## src/rtl/cart_pkg.sv

```systemverilog
package cart_pkg;
  localparam int NSLOT  = 4;
  localparam int BANK_W = $clog2(NSLOT);

  typedef struct packed {
    logic [NSLOT-1:0] sel_n;
    logic             rom_en_n;
    logic             ram_dis_n;
    logic             xbus_oe;
  } mem_ctl_t;

  localparam mem_ctl_t CTL_IDLE = '{sel_n: '1, rom_en_n: 1'b1,
                                    ram_dis_n: 1'b1, xbus_oe: 1'b1};
endpackage

```

## src/rtl/cart_port_reg.sv

```systemverilog
module cart_port_reg #(
  parameter int          DATA_W    = 8,
  parameter int          PADDR_W   = 8,
  parameter logic [7:0]  PORT_ADDR = 8'h0F,
  parameter logic [7:0]  RESET_VAL = 8'hFF
) (
  input  logic               clk,
  input  logic               rst_n,
  input  logic               wr,
  input  logic               rd,
  input  logic [PADDR_W-1:0] addr,
  input  logic [DATA_W-1:0]  wdata,
  output logic [DATA_W-1:0]  rdata,
  output logic [DATA_W-1:0]  q
);
  logic hit;
  assign hit = (addr == PADDR_W'(PORT_ADDR));

  always_ff @(posedge clk or negedge rst_n) begin
    if (!rst_n)          q <= DATA_W'(RESET_VAL);
    else if (wr && hit)  q <= wdata;
  end

  assign rdata = (rd && hit) ? q : '0;
endmodule

```

## src/rtl/cart_slot_decode.sv

```systemverilog
module cart_slot_decode
  import cart_pkg::*;
(
  input  logic              cart_n,
  input  logic              up3_n,
  input  logic              up4_n,
  input  logic              mreq_n,
  input  logic [BANK_W-1:0] bank,
  output logic [NSLOT-1:0]  sel_n
);
  logic cycle_ok;
  assign cycle_ok = !cart_n && !mreq_n;

  for (genvar g = 0; g < NSLOT; g++) begin : g_slot
    logic gate;
    if (g == NSLOT - 2) begin : g_up3
      assign gate = !up3_n;
    end else if (g == NSLOT - 1) begin : g_up4
      assign gate = !up4_n;
    end else begin : g_low
      assign gate = 1'b1;
    end
    assign sel_n[g] = !(cycle_ok && gate && (bank == BANK_W'(g)));
  end
endmodule

```

## src/rtl/cart_region_ctl.sv

```systemverilog
module cart_region_ctl
  import cart_pkg::*;
(
  input  logic              cart_n,
  input  logic              up3_n,
  input  logic              up4_n,
  input  logic              mreq_n,
  input  logic [BANK_W-1:0] bank,
  input  logic [NSLOT-1:0]  sel_n,
  output logic              rom_en_n,
  output logic              ram_dis_n,
  output logic              xbus_oe
);
  logic rom_window;
  assign rom_window = !bank[BANK_W-1];

  always_comb begin
    rom_en_n  = !(cart_n && !mreq_n && rom_window);
    ram_dis_n = !(!cart_n && (!up3_n || !up4_n));
    xbus_oe   = &sel_n;
  end
endmodule

```

## src/rtl/cart_slot_decoder.sv

```systemverilog
module cart_slot_decoder
  import cart_pkg::*;
#(
  parameter int          DATA_W    = 8,
  parameter int          PADDR_W   = 8,
  parameter logic [7:0]  PORT_ADDR = 8'h0F,
  parameter int          CART_BIT  = 0,
  parameter int          UP3_BIT   = 6,
  parameter int          UP4_BIT   = 7
) (
  input  logic               clk,
  input  logic               rst_n,
  input  logic               port_wr,
  input  logic               port_rd,
  input  logic [PADDR_W-1:0] port_addr,
  input  logic [DATA_W-1:0]  port_wdata,
  output logic [DATA_W-1:0]  port_rdata,
  input  logic               mreq_n,
  input  logic [BANK_W-1:0]  bank,
  output logic [NSLOT-1:0]   slot_sel_n,
  output logic               rom_en_n,
  output logic               ram_dis_n,
  output logic               xbus_oe,
  output logic [NSLOT-1:0]   slot_sel_q_n,
  output logic               rom_en_q_n,
  output logic               ram_dis_q_n,
  output logic               xbus_oe_q
);
  logic [DATA_W-1:0] port_q;
  logic cart_n, up3_n, up4_n;
  mem_ctl_t ctl_now, ctl_q;

  cart_port_reg #(
    .DATA_W(DATA_W), .PADDR_W(PADDR_W),
    .PORT_ADDR(PORT_ADDR), .RESET_VAL(8'hFF)
  ) u_port (
    .clk(clk), .rst_n(rst_n), .wr(port_wr), .rd(port_rd),
    .addr(port_addr), .wdata(port_wdata), .rdata(port_rdata), .q(port_q)
  );

  assign cart_n = port_q[CART_BIT];
  assign up3_n  = port_q[UP3_BIT];
  assign up4_n  = port_q[UP4_BIT];

  cart_slot_decode u_dec (
    .cart_n(cart_n), .up3_n(up3_n), .up4_n(up4_n),
    .mreq_n(mreq_n), .bank(bank), .sel_n(slot_sel_n)
  );

  cart_region_ctl u_reg (
    .cart_n(cart_n), .up3_n(up3_n), .up4_n(up4_n),
    .mreq_n(mreq_n), .bank(bank), .sel_n(slot_sel_n),
    .rom_en_n(rom_en_n), .ram_dis_n(ram_dis_n), .xbus_oe(xbus_oe)
  );

  assign ctl_now = '{sel_n: slot_sel_n, rom_en_n: rom_en_n,
                     ram_dis_n: ram_dis_n, xbus_oe: xbus_oe};

  always_ff @(posedge clk or negedge rst_n) begin
    if (!rst_n) ctl_q <= CTL_IDLE;
    else        ctl_q <= ctl_now;
  end

  assign slot_sel_q_n = ctl_q.sel_n;
  assign rom_en_q_n   = ctl_q.rom_en_n;
  assign ram_dis_q_n  = ctl_q.ram_dis_n;
  assign xbus_oe_q    = ctl_q.xbus_oe;
endmodule

```

## config.mk

```make
export PLATFORM = sky130hd
export DESIGN_NAME = cart_slot_decoder
export DESIGN_NICKNAME = d
export VERILOG_FILES = /design/src/rtl/cart_pkg.sv /design/src/rtl/cart_port_reg.sv /design/src/rtl/cart_slot_decode.sv /design/src/rtl/cart_region_ctl.sv /design/src/rtl/cart_slot_decoder.sv
export SDC_FILE = /design/constraint.sdc
export NUM_CORES = 1
export LEC_CHECK = 0
export BUFFER_PORTS_ARGS = -buffer_cell sky130_fd_sc_hd__buf_2
export CAP_MARGIN = 20
export CORE_ASPECT_RATIO = 1.25
export CORE_MARGIN = 2
export CORE_UTILIZATION = 39
export DETAILED_ROUTE_END_ITERATION = 12
export GPL_TIMING_DRIVEN = 0
export PLACE_DENSITY = 0.76
export REMOVE_ABC_BUFFERS = 1
export SLEW_MARGIN = 20
export SYNTH_ARGS = -nofsm -noshare
export SYNTH_HDL_FRONTEND = slang
export SYNTH_SLANG_ARGS = --single-unit
```

## constraint.sdc

```tcl
create_clock -name clk -period 2.2 [get_ports clk]
set_input_delay 0.66 -clock clk [delete_from_list [all_inputs] [get_ports clk]]
set_output_delay 0.66 -clock clk [all_outputs]
set_load 0.005 [all_outputs]
```

==> summary.md <==
| Metric | Value |
|---|---|
| Syn avg cell area | `around 14 um2` |
| Layout cells sized above 1 | `0.789` |
| # setup viols final | `0` |
| Die Ht | `approximately 50 um` |
| P&R area growth vs syn | `46.2%` |
| Clock skew | `roughly 0.00039 ns` |
| Worst-path cell chain | `buf_6 -> nor4_4 -> and3_4 -> and2_4 -> buf_6` |
| Slowest-stage cell, CP | `nor4_4` |
| WS Path Type | `primary input to output port` |
| CP max FO | `8` |
| Worst vdd ir | `about 0.4 mV` |
| Crit path DAT | `1.53 ns` |
| FMAX | `about 0.46 GHz` |
| Vias/cell | `between 4 and 5` |
| Post-route ant nets | `0` |
| Hold Buf Count CTS | `0` |
| Diode count | `0` |
| Fin area | `around 950 um2` |
| GRT Util Overall | `0.159` |
| Tightest Hold Check Type | `primary input to asynchronous set/reset pin` |
| Startpoint types | `primary input` |
| 1st-iter DRT viols | `13` |
| Leakage | `approximately 0.47 nW` |
| Std cell rows | `16` |
| First-pass GRT wire length | `2.22 mm` |
| Wire per inst | `roughly 12 um` |
| Via count | `roughly 560` |
| Root buffer cell | `clkbuf_4` |
| Worst-skew pair later-pin latency | `about 0.27 ns` |
| Synth top area share | `0.603` |
| Synthesis-stage register bit count | `15` |
| First drt pass iteration count | `4` |
| Num CTS Buffers | `3` |
| Reg2Reg Launch Point | `u_port.q[0]$_DFFE_PN1P_` |
| Ys async rst share | `1.00` |
| Final Hold Slack | `slightly above 0.5 ns` |
| Die area | `about 2000 um2` |
| Flop-to-flop setup slack | `1.11 ns` |
| Critical Path Start | `port_addr[4]` |
| Synth Instances | `46` |
| Ys Warns | `0` |
| Post-layout minimum cycle time | `approximately 2.2 ns` |
| Largest net degree at the start of global routing | `16` |
| Max Transition Viols Final | `0` |
| GPL Wtd Cong | `0.801` |
| RSZ-0062 raised after global routing | `yes` |
| Overflow after GRT | `0` |
| Max-cap violations | `0` |
| Post-Syn Area | `653 um2` |
| Crit path largest cell delay | `0.28 ns` |
| Max_slew headroom | `0.805` |
| Nature of the critical path endpoint | `output port` |
| CP Data Required Time | `around 1.5 ns` |
| Core Area | `1560 um2` |
| Post-synth EDFFs | `0` |
| Final WL | `approximately 1.3 mm` |
| Number of global-route vias before repair | `538` |
| Final layout net count | `roughly 120` |
| Initial antenna violation count | `0` |
| Status | `completed` |
| Worst setup endpoint | `port_rdata[0]` |
| Post-synth top area cell | `dfstp_2` |
| Die X | `between 40 and 50 um` |
| Synth area leaders | `dfstp_2, mux2_2, and2_1, nor4_4, nand3_4` |
| Worst reg2reg path endpoint | `xbus_oe_q$_DFF_PN1_` |
| Sequential area share after synthesis | `0.603` |
| DRC | `0` |
| Period Utilization, post-route | `0.998` |
| Placed cell areas | `between 800 and 900 um2` |
| Clock tree sinks | `15` |
| CTS tree | `built` |
| Most frequent CP cell | `buf_6` |
| H-tree depth | `1` |
| Final Hold Fails | `0` |
| R2r worst-path depth | `3` |
| Setup TNS | `0 ns` |
| IO Pins | `45` |
| Initial core utilization | `0.418` |
| I/O Buffers | `44` |
| Max clock buf depth | `2` |
| Prevailing post-synth register cell | `dfstp_2` |
| Clock-pin slew on the worst setup and hold paths | `~0.08 ns` |
| Most common cell in the synthesized netlist | `dfstp_2` |
| Distinct cell type count after synthesis | `14` |
| PwrDens | `around 540 nW/um2` |
| Post-synth top cells | `dfstp_2, and2_1, mux2_2, nand3_1` |
| Worst slew pin tran | `0.293 ns` |
per-layer routing:
metal	vias up	routed length, um	track usage	share of wire
met1	272	430	0.147	0.32
met2	24	836	0.310	0.63
met4	0	0	0.0722	0
met5	-	0	0	0
met3	0	67	0.0135	0.050
li1	263	-	-	-
cells by family after synthesis:
logic type             Yosys count  share of synthesized area
AND/OR/NAND/NOR                 19                      0.220
flip-flops                      15                      0.603
multiplexers                     8                      0.138
AO/OA/AOI/OAI                    2                     0.0268
buffers and inverters            2                     0.0115
power breakdown:
part	leakage [nW]	internal, mW	switching (mW)
Combinational	0.302	0.0346	0.0279
Clock	0.0150	0.0701	0.0738
Sequential	0.156	0.298	0.00610
layout by cell type, fill, tap and decap left out:
master,synthesis,layout
inv_1,2,2
and2_4,0,1
or4_1,1,1
and2_1,8,7
o311a_1,1,1
nor2_1,2,2
dfstp_2,15,15
buf_4,0,1
clkbuf_4,0,3
nand3_4,1,1
buf_6,0,3
nand4b_1,1,1
and3_4,0,1
mux2_2,8,8
nand3_1,3,3
a21o_1,1,1
and4_1,1,1
buf_2,0,41
clkbuf_1,0,1
nor4_4,1,1
through the flow:
step	worst slack [ns]	power, mW	utilization	instances
2_1_floorplan	0.166	0.327	-	46
3_3_place_gp	-0.112	0.366	0.574	108
3_5_place_dp	-0.138	0.369	0.574	108
4_1_cts	-0.0913	0.515	0.607	112
5_1_grt	-0.0586	0.549	0.611	113
6_report	0.00533	0.511	0.611	113
worst max-delay path, delay by kind of cell:
family | cells | cell delay, ns
buffers and inverters | 2 | 0.17
AND/OR/NAND/NOR | 3 | 0.70
sequential cells by signal (all words and copies together) (netlist names):
| signal | flops |
|---|---|
| ram_dis_q_n | 1 |
| u_port.q | 8 |
| xbus_oe_q | 1 |
| slot_sel_q_n | 4 |
| rom_en_q_n | 1 |
repair_timing:
action                                  4_1_cts  5_1_grt
gates resized for setup                       5        0
endpoints found under the setup margin        8        8
pin swaps                                     6        3
setup buffers                                 0        1
endpoints found under the hold margin         0        0
worst min path at each step:
stage / startpoint / endpoint / slack (ns)
floorplan: rst_n / ram_dis_q_n$_DFF_PN1_ / 0.51
global placement: u_port.q[0]$_DFFE_PN1P_ / rom_en_q_n$_DFF_PN1_ / 0.52
detailed placement: u_port.q[0]$_DFFE_PN1P_ / rom_en_q_n$_DFF_PN1_ / 0.53
CTS: rst_n / ram_dis_q_n$_DFF_PN1_ / 0.53
global route: rst_n / u_port.q[4]$_DFFE_PN1P_ / 0.55
finish: rst_n / u_port.q[4]$_DFFE_PN1P_ / 0.52
area by class of cell:
class / instances / area, um2
inverters: 2 / 7.51
multi-input cells: 29 / 258
clock buffers: 4 / 26.3
well taps: 18 / 22.5
repair buffers: 45 / 246
fillers: 137 / 607
flip-flops and latches: 15 / 394
Note: power is estimated with default switching activity, not from simulation.
